==> config.mk <==
export PLATFORM = sky130hd
export DESIGN_NAME = adc_seq
export DESIGN_NICKNAME = d
export VERILOG_FILES = /design/src/rtl/adc_seq.sv
export SDC_FILE = /design/constraint.sdc
export NUM_CORES = 1
export LEC_CHECK = 0
export BUFFER_PORTS_ARGS = -buffer_cell sky130_fd_sc_hd__buf_4
export CAP_MARGIN = 40
export CORE_MARGIN = 5
export CORE_UTILIZATION = 35
export CTS_BUF_LIST = sky130_fd_sc_hd__clkbuf_2
export DETAILED_ROUTE_END_ITERATION = 12
export PLACE_DENSITY = 0.66
export RECOVER_POWER = 50
export SYNTH_ARGS = -nofsm -noshare
export SYNTH_HDL_FRONTEND = slang
export SYNTH_SLANG_ARGS = --single-unit
==> constraint.sdc <==
create_clock -name clk -period 3 [get_ports clk]
set_clock_uncertainty 0.2 [all_clocks]
set_input_delay 0.6 -clock clk [delete_from_list [all_inputs] [get_ports clk]]
set_output_delay 0.6 -clock clk [all_outputs]
set_load 0.02 [all_outputs]
==> src/rtl/adc_seq.sv <==
module adc_seq #(
  parameter int NCH  = 2,
  parameter int DW   = 10,
  parameter int WARM = 8,
  parameter int TMO  = 256
) (
  input  logic              clk,
  input  logic              rst_n,
  input  logic              start_i,
  input  logic [NCH-1:0]    ch_en_i,
  input  logic [DW-1:0]     adc_data_i,
  input  logic              adc_valid_i,
  output logic [NCH-1:0]    adc_sel_o,
  output logic              adc_pd_o,
  output logic [NCH*DW-1:0] res_o,
  output logic              done_o,
  output logic              err_o
);
  localparam int CW = (NCH > 1) ? $clog2(NCH) : 1;
  localparam int WW = $clog2(WARM + 1);
  localparam int TW = $clog2(TMO + 1);

  typedef enum logic [1:0] {IDLE, WARMUP, CONV, GAP} st_t;
  st_t st;

  logic [NCH-1:0]    pend, sel_q;
  logic [CW-1:0]     cur, nxt;
  logic [WW-1:0]     wcnt;
  logic [TW-1:0]     tcnt;
  logic [NCH*DW-1:0] res_q;
  logic              pd_q, done_q, err_q;

  always_comb begin
    nxt = '0;
    for (int i = NCH - 1; i >= 0; i--)
      if (pend[i]) nxt = CW'(i);
  end

  always_ff @(posedge clk or negedge rst_n) begin
    if (!rst_n) begin
      st     <= IDLE;
      pend   <= '0;
      sel_q  <= '0;
      cur    <= '0;
      wcnt   <= '0;
      tcnt   <= '0;
      res_q  <= '0;
      pd_q   <= 1'b1;
      done_q <= 1'b0;
      err_q  <= 1'b0;
    end else begin
      done_q <= 1'b0;
      case (st)
        IDLE: if (start_i) begin
          err_q <= 1'b0;
          if (ch_en_i == '0) begin
            done_q <= 1'b1;
          end else begin
            pend <= ch_en_i;
            pd_q <= 1'b0;
            wcnt <= '0;
            st   <= WARMUP;
          end
        end
        WARMUP: begin
          if (wcnt == WW'(WARM - 1)) begin
            sel_q <= NCH'(1) << nxt;
            cur   <= nxt;
            tcnt  <= '0;
            st    <= CONV;
          end else begin
            wcnt <= wcnt + 1'b1;
          end
        end
        CONV: begin
          if (adc_valid_i || tcnt == TW'(TMO - 1)) begin
            if (adc_valid_i) res_q[cur*DW +: DW] <= adc_data_i;
            else             err_q <= 1'b1;
            sel_q     <= '0;
            pend[cur] <= 1'b0;
            st        <= GAP;
          end else begin
            tcnt <= tcnt + 1'b1;
          end
        end
        GAP: begin
          if (pend != '0) begin
            sel_q <= NCH'(1) << nxt;
            cur   <= nxt;
            tcnt  <= '0;
            st    <= CONV;
          end else begin
            pd_q   <= 1'b1;
            done_q <= 1'b1;
            st     <= IDLE;
          end
        end
        default: st <= IDLE;
      endcase
    end
  end

  assign adc_sel_o = sel_q;
  assign adc_pd_o  = pd_q;
  assign res_o     = res_q;
  assign done_o    = done_q;
  assign err_o     = err_q;


  sel_onehot_chk: assert property (@(posedge clk) disable iff (!rst_n)
    $onehot0(adc_sel_o));


  sel_via_zero_chk: assert property (@(posedge clk) disable iff (!rst_n)
    (adc_sel_o != '0 && !$stable(adc_sel_o)) |-> $past(adc_sel_o) == '0);


  pd_off_when_sel_chk: assert property (@(posedge clk) disable iff (!rst_n)
    (adc_sel_o != '0) |-> !adc_pd_o);


  done_pulse_chk: assert property (@(posedge clk) disable iff (!rst_n)
    done_o |=> !done_o);


  timeout_err_chk: assert property (@(posedge clk) disable iff (!rst_n)
    ($fell(adc_sel_o != '0) && !$past(adc_valid_i)) |-> err_o);
endmodule

==> impl_metrics.csv <==
group,metric,value,unit
outcome,outcome,"finished clean",
global_route,grt_max_degree,44,
clock_network,cts_made_buffers,5,
route,ant_nets,0,
global_route,track_usage,12.7,%
yosys,ys_ff_latch,43,
worst_setup_path,critPathCaptureType,"register",
finish,drive_gt1_share,27.3,%
worst_setup_path,rr_worst_depth,8,
worst_setup_path,crit_fanout,5,
yosys,seq_area_frac_synth,50.2,%
global_route,grt_use_met2,19.6,%
finish,fin_util,42.6,%
die,die-width,88.3,µm
placed_design,dpl_cell_area,2530,µm²
timing,max-slew-margin-rel,29.9,%
pwr,power_leakage,1.16,nW
clock_network,clkTransAtPathRegs,0.23,ns
global_route,gr-total-overflow,0,
die,start_util,36.1,%
global_route,busiest_layer,"met2",
placed_design,gp_congestion,0.812,
placed_design,place_hpwl,3350,µm
yosys,synth_fp_nets,224,
pwr,ir_worst_vdd,517,µV
clock_network,hold_buffers,1,
finish,final-seq-area,1080,µm²
timing,finalHoldViolations,0,
die,dieArea,7800,µm²
job,maxCapViolCount,0,
placed_design,port_buffers,40,
timing,setup_viol,0,
yosys,syn_inst,200,
clock_network,post_cts_buffers,0,
yosys,avgSynthCellArea,10.7,µm²
clock_network,root_buffer,"clkbuf_2",
worst_setup_path,worstPathArrival,2.61,ns
timing,rsz0062_at_grt,"no",
global_route,use_met3,2.98,%
finish,multi_input_area,995,µm²
yosys,synth-edff-count,0,
clock_network,clkSinkCount,43,
route,drc,0,
clock_network,cts_resized,0,
worst_hold_path,worst_hold_path.num_cells,3,
route,via_count,1685,
yosys,synth_warnings,0,
finish,mostFrequentLayoutCell,"dfrtp_1",
global_route,grt_pass1_wl,7740,µm
timing,clock.fmax,409,MHz
route,initialDrtViolationCount,78,
die,dieHeight,88.3,µm
route,first_pass_iters,4,
finish,n_fill_cell,594,
die,io_pins,41,
clock_network,clk_latency,0.42,ns
clock_network,clk_path_buf_depth,2,
pwr,p_per_area,889,nW/µm²
die,std_cell_rows,28,
route,drt_wl_total,4650,µm
clock_network,htree_levels,2,
timing,timing.final.crit_period,2.44,ns
clock_network,tritoncts,"yes",
global_route,use_met1,17.5,%
timing,tightest_slew,1.05,ns
finish,area_growth,18.2,%
finish,antenna_cells,0,
yosys,synth_ff_type,"dfrtp_1",
yosys,synth_cell_types,43,
finish,nNetsFinal,268,
finish,mostFrequentLayoutCells,"42 x dfrtp_1, 32 x buf_4, 20 x nand3_1, 20 x mux2_2, 19 x nand2_1",
route,viasPerCell,5.27,
timing,slew_violations,0,
worst_setup_path,path_class,"reg -> reg",
worst_setup_path,worstPathRequired,3.17,ns
die,coreArea,5960,µm²
timing,finalCritPeriodShare,81.5,%
worst_hold_path,hp-class,"in -> reg",
worst_setup_path,worstSetupStartpointType,"register",
finish,fin_area,2540,µm²
route,drt-wirelength-per-cell,14.5,µm
yosys,synthesis.area,2150,µm²
yosys,ys_async_sr_fraction,100,%
global_route,grt_antenna_before_repair,0,
global_route,grt_pass1_vias,1620,
timing,finalSetupTns,0,ns
## metrics by stage
stage	std cells	hold WS, ns	power, mW	setup WS (ns)
2_1_floorplan	200	0.104	1.68	0.770
3_3_place_gp	311	0.289	2.05	0.712
3_5_place_dp	311	0.294	2.08	0.620
4_1_cts	320	0.175	2.34	0.539
5_1_grt	320	0.163	2.44	0.414
6_report	320	0.199	2.26	0.555
## registers in the layout, indices dropped and copies added, names as in the netlist
name	cells
pend	2
adc_pd_o	1
st	2
cur	1
res_o	20
err_o	1
adc_sel_o	2
wcnt	4
tcnt	9
done_o	1
## routing by layer
metal  vias to the layer above  wire, µm
met3                         3       172
met4                         0        24
li1                        822         -
met1                       833      2170
met2                        27      2290
met5                         -         0
## area by class of cell
type / instances / area share [%]
flip-flops and latches: 43 / 42.4
multi-input cells: 140 / 39.2
repair buffers: 46 / 11.8
well taps: 75 / 3.70
clock buffers: 6 / 1.18
inverters: 8 / 1.18
clock inverters: 2 / 0.493
## critical path, cell delays in order, from the launching register on
cell and delay, ns:
dfrtp_1 0.48, ha_1 0.23, nand3_1 0.15, nor3_1 0.09, ha_1 0.23, and4bb_2 0.35, nand4_1 0.11, or4b_1 0.47
nand3_1 0.09
## where the power goes
group	internal [mW]	switching, mW
sequential	0.772	0.134
combinational	0.456	0.637
clock	0.0594	0.197
## cell usage after synthesis, types with 2 or more instances
cell / instances / area share [%]
nor3_1: 2 / 0.47
mux2_2: 20 / 10
o211ai_1: 2 / 0.70
a22o_1: 2 / 0.82
a21oi_1: 7 / 1.6
nor2b_1: 3 / 0.87
nand3_1: 20 / 4.7
inv_1: 8 / 1.4
ha_1: 8 / 4.7
o31ai_1: 2 / 0.70
o221ai_1: 2 / 0.82
nand4_1: 2 / 0.58
nand2b_1: 3 / 0.87
nand3b_1: 2 / 0.70
or4b_1: 5 / 2.3
nand2_1: 19 / 3.3
nor4_1: 2 / 0.58
a31oi_1: 2 / 0.58
o41ai_1: 2 / 0.82
dfrtp_1: 42 / 49
and3_1: 2 / 0.58
o21ai_0: 9 / 2.1
o21a_1: 2 / 0.70
clkbuf_1: 7 / 1.2
nor2_1: 7 / 1.2
## cells by family after synthesis
logic type | after synthesis | share of synthesized area, %
mux | 20 | 10.5
flops | 43 | 50.2
simple gates | 75 | 19.2
fa+ha+maj | 8 | 4.66
compound gates | 37 | 11.9
buf+inv | 17 | 3.50
## final timing paths
kind	slack, ns	start	end
max in group asynchronous	1.29	rst_n	adc_sel_o[0]
min in group asynchronous	0.66	rst_n	tcnt[3]
max	0.56	tcnt[0]	tcnt[7]
min	0.20	ch_en_i[1]	pend[1]
min reg2reg	0.33	tcnt[4]	tcnt[4]
max reg2reg	0.56	tcnt[0]	tcnt[7]
Note: power is estimated with default switching activity, not from simulation.
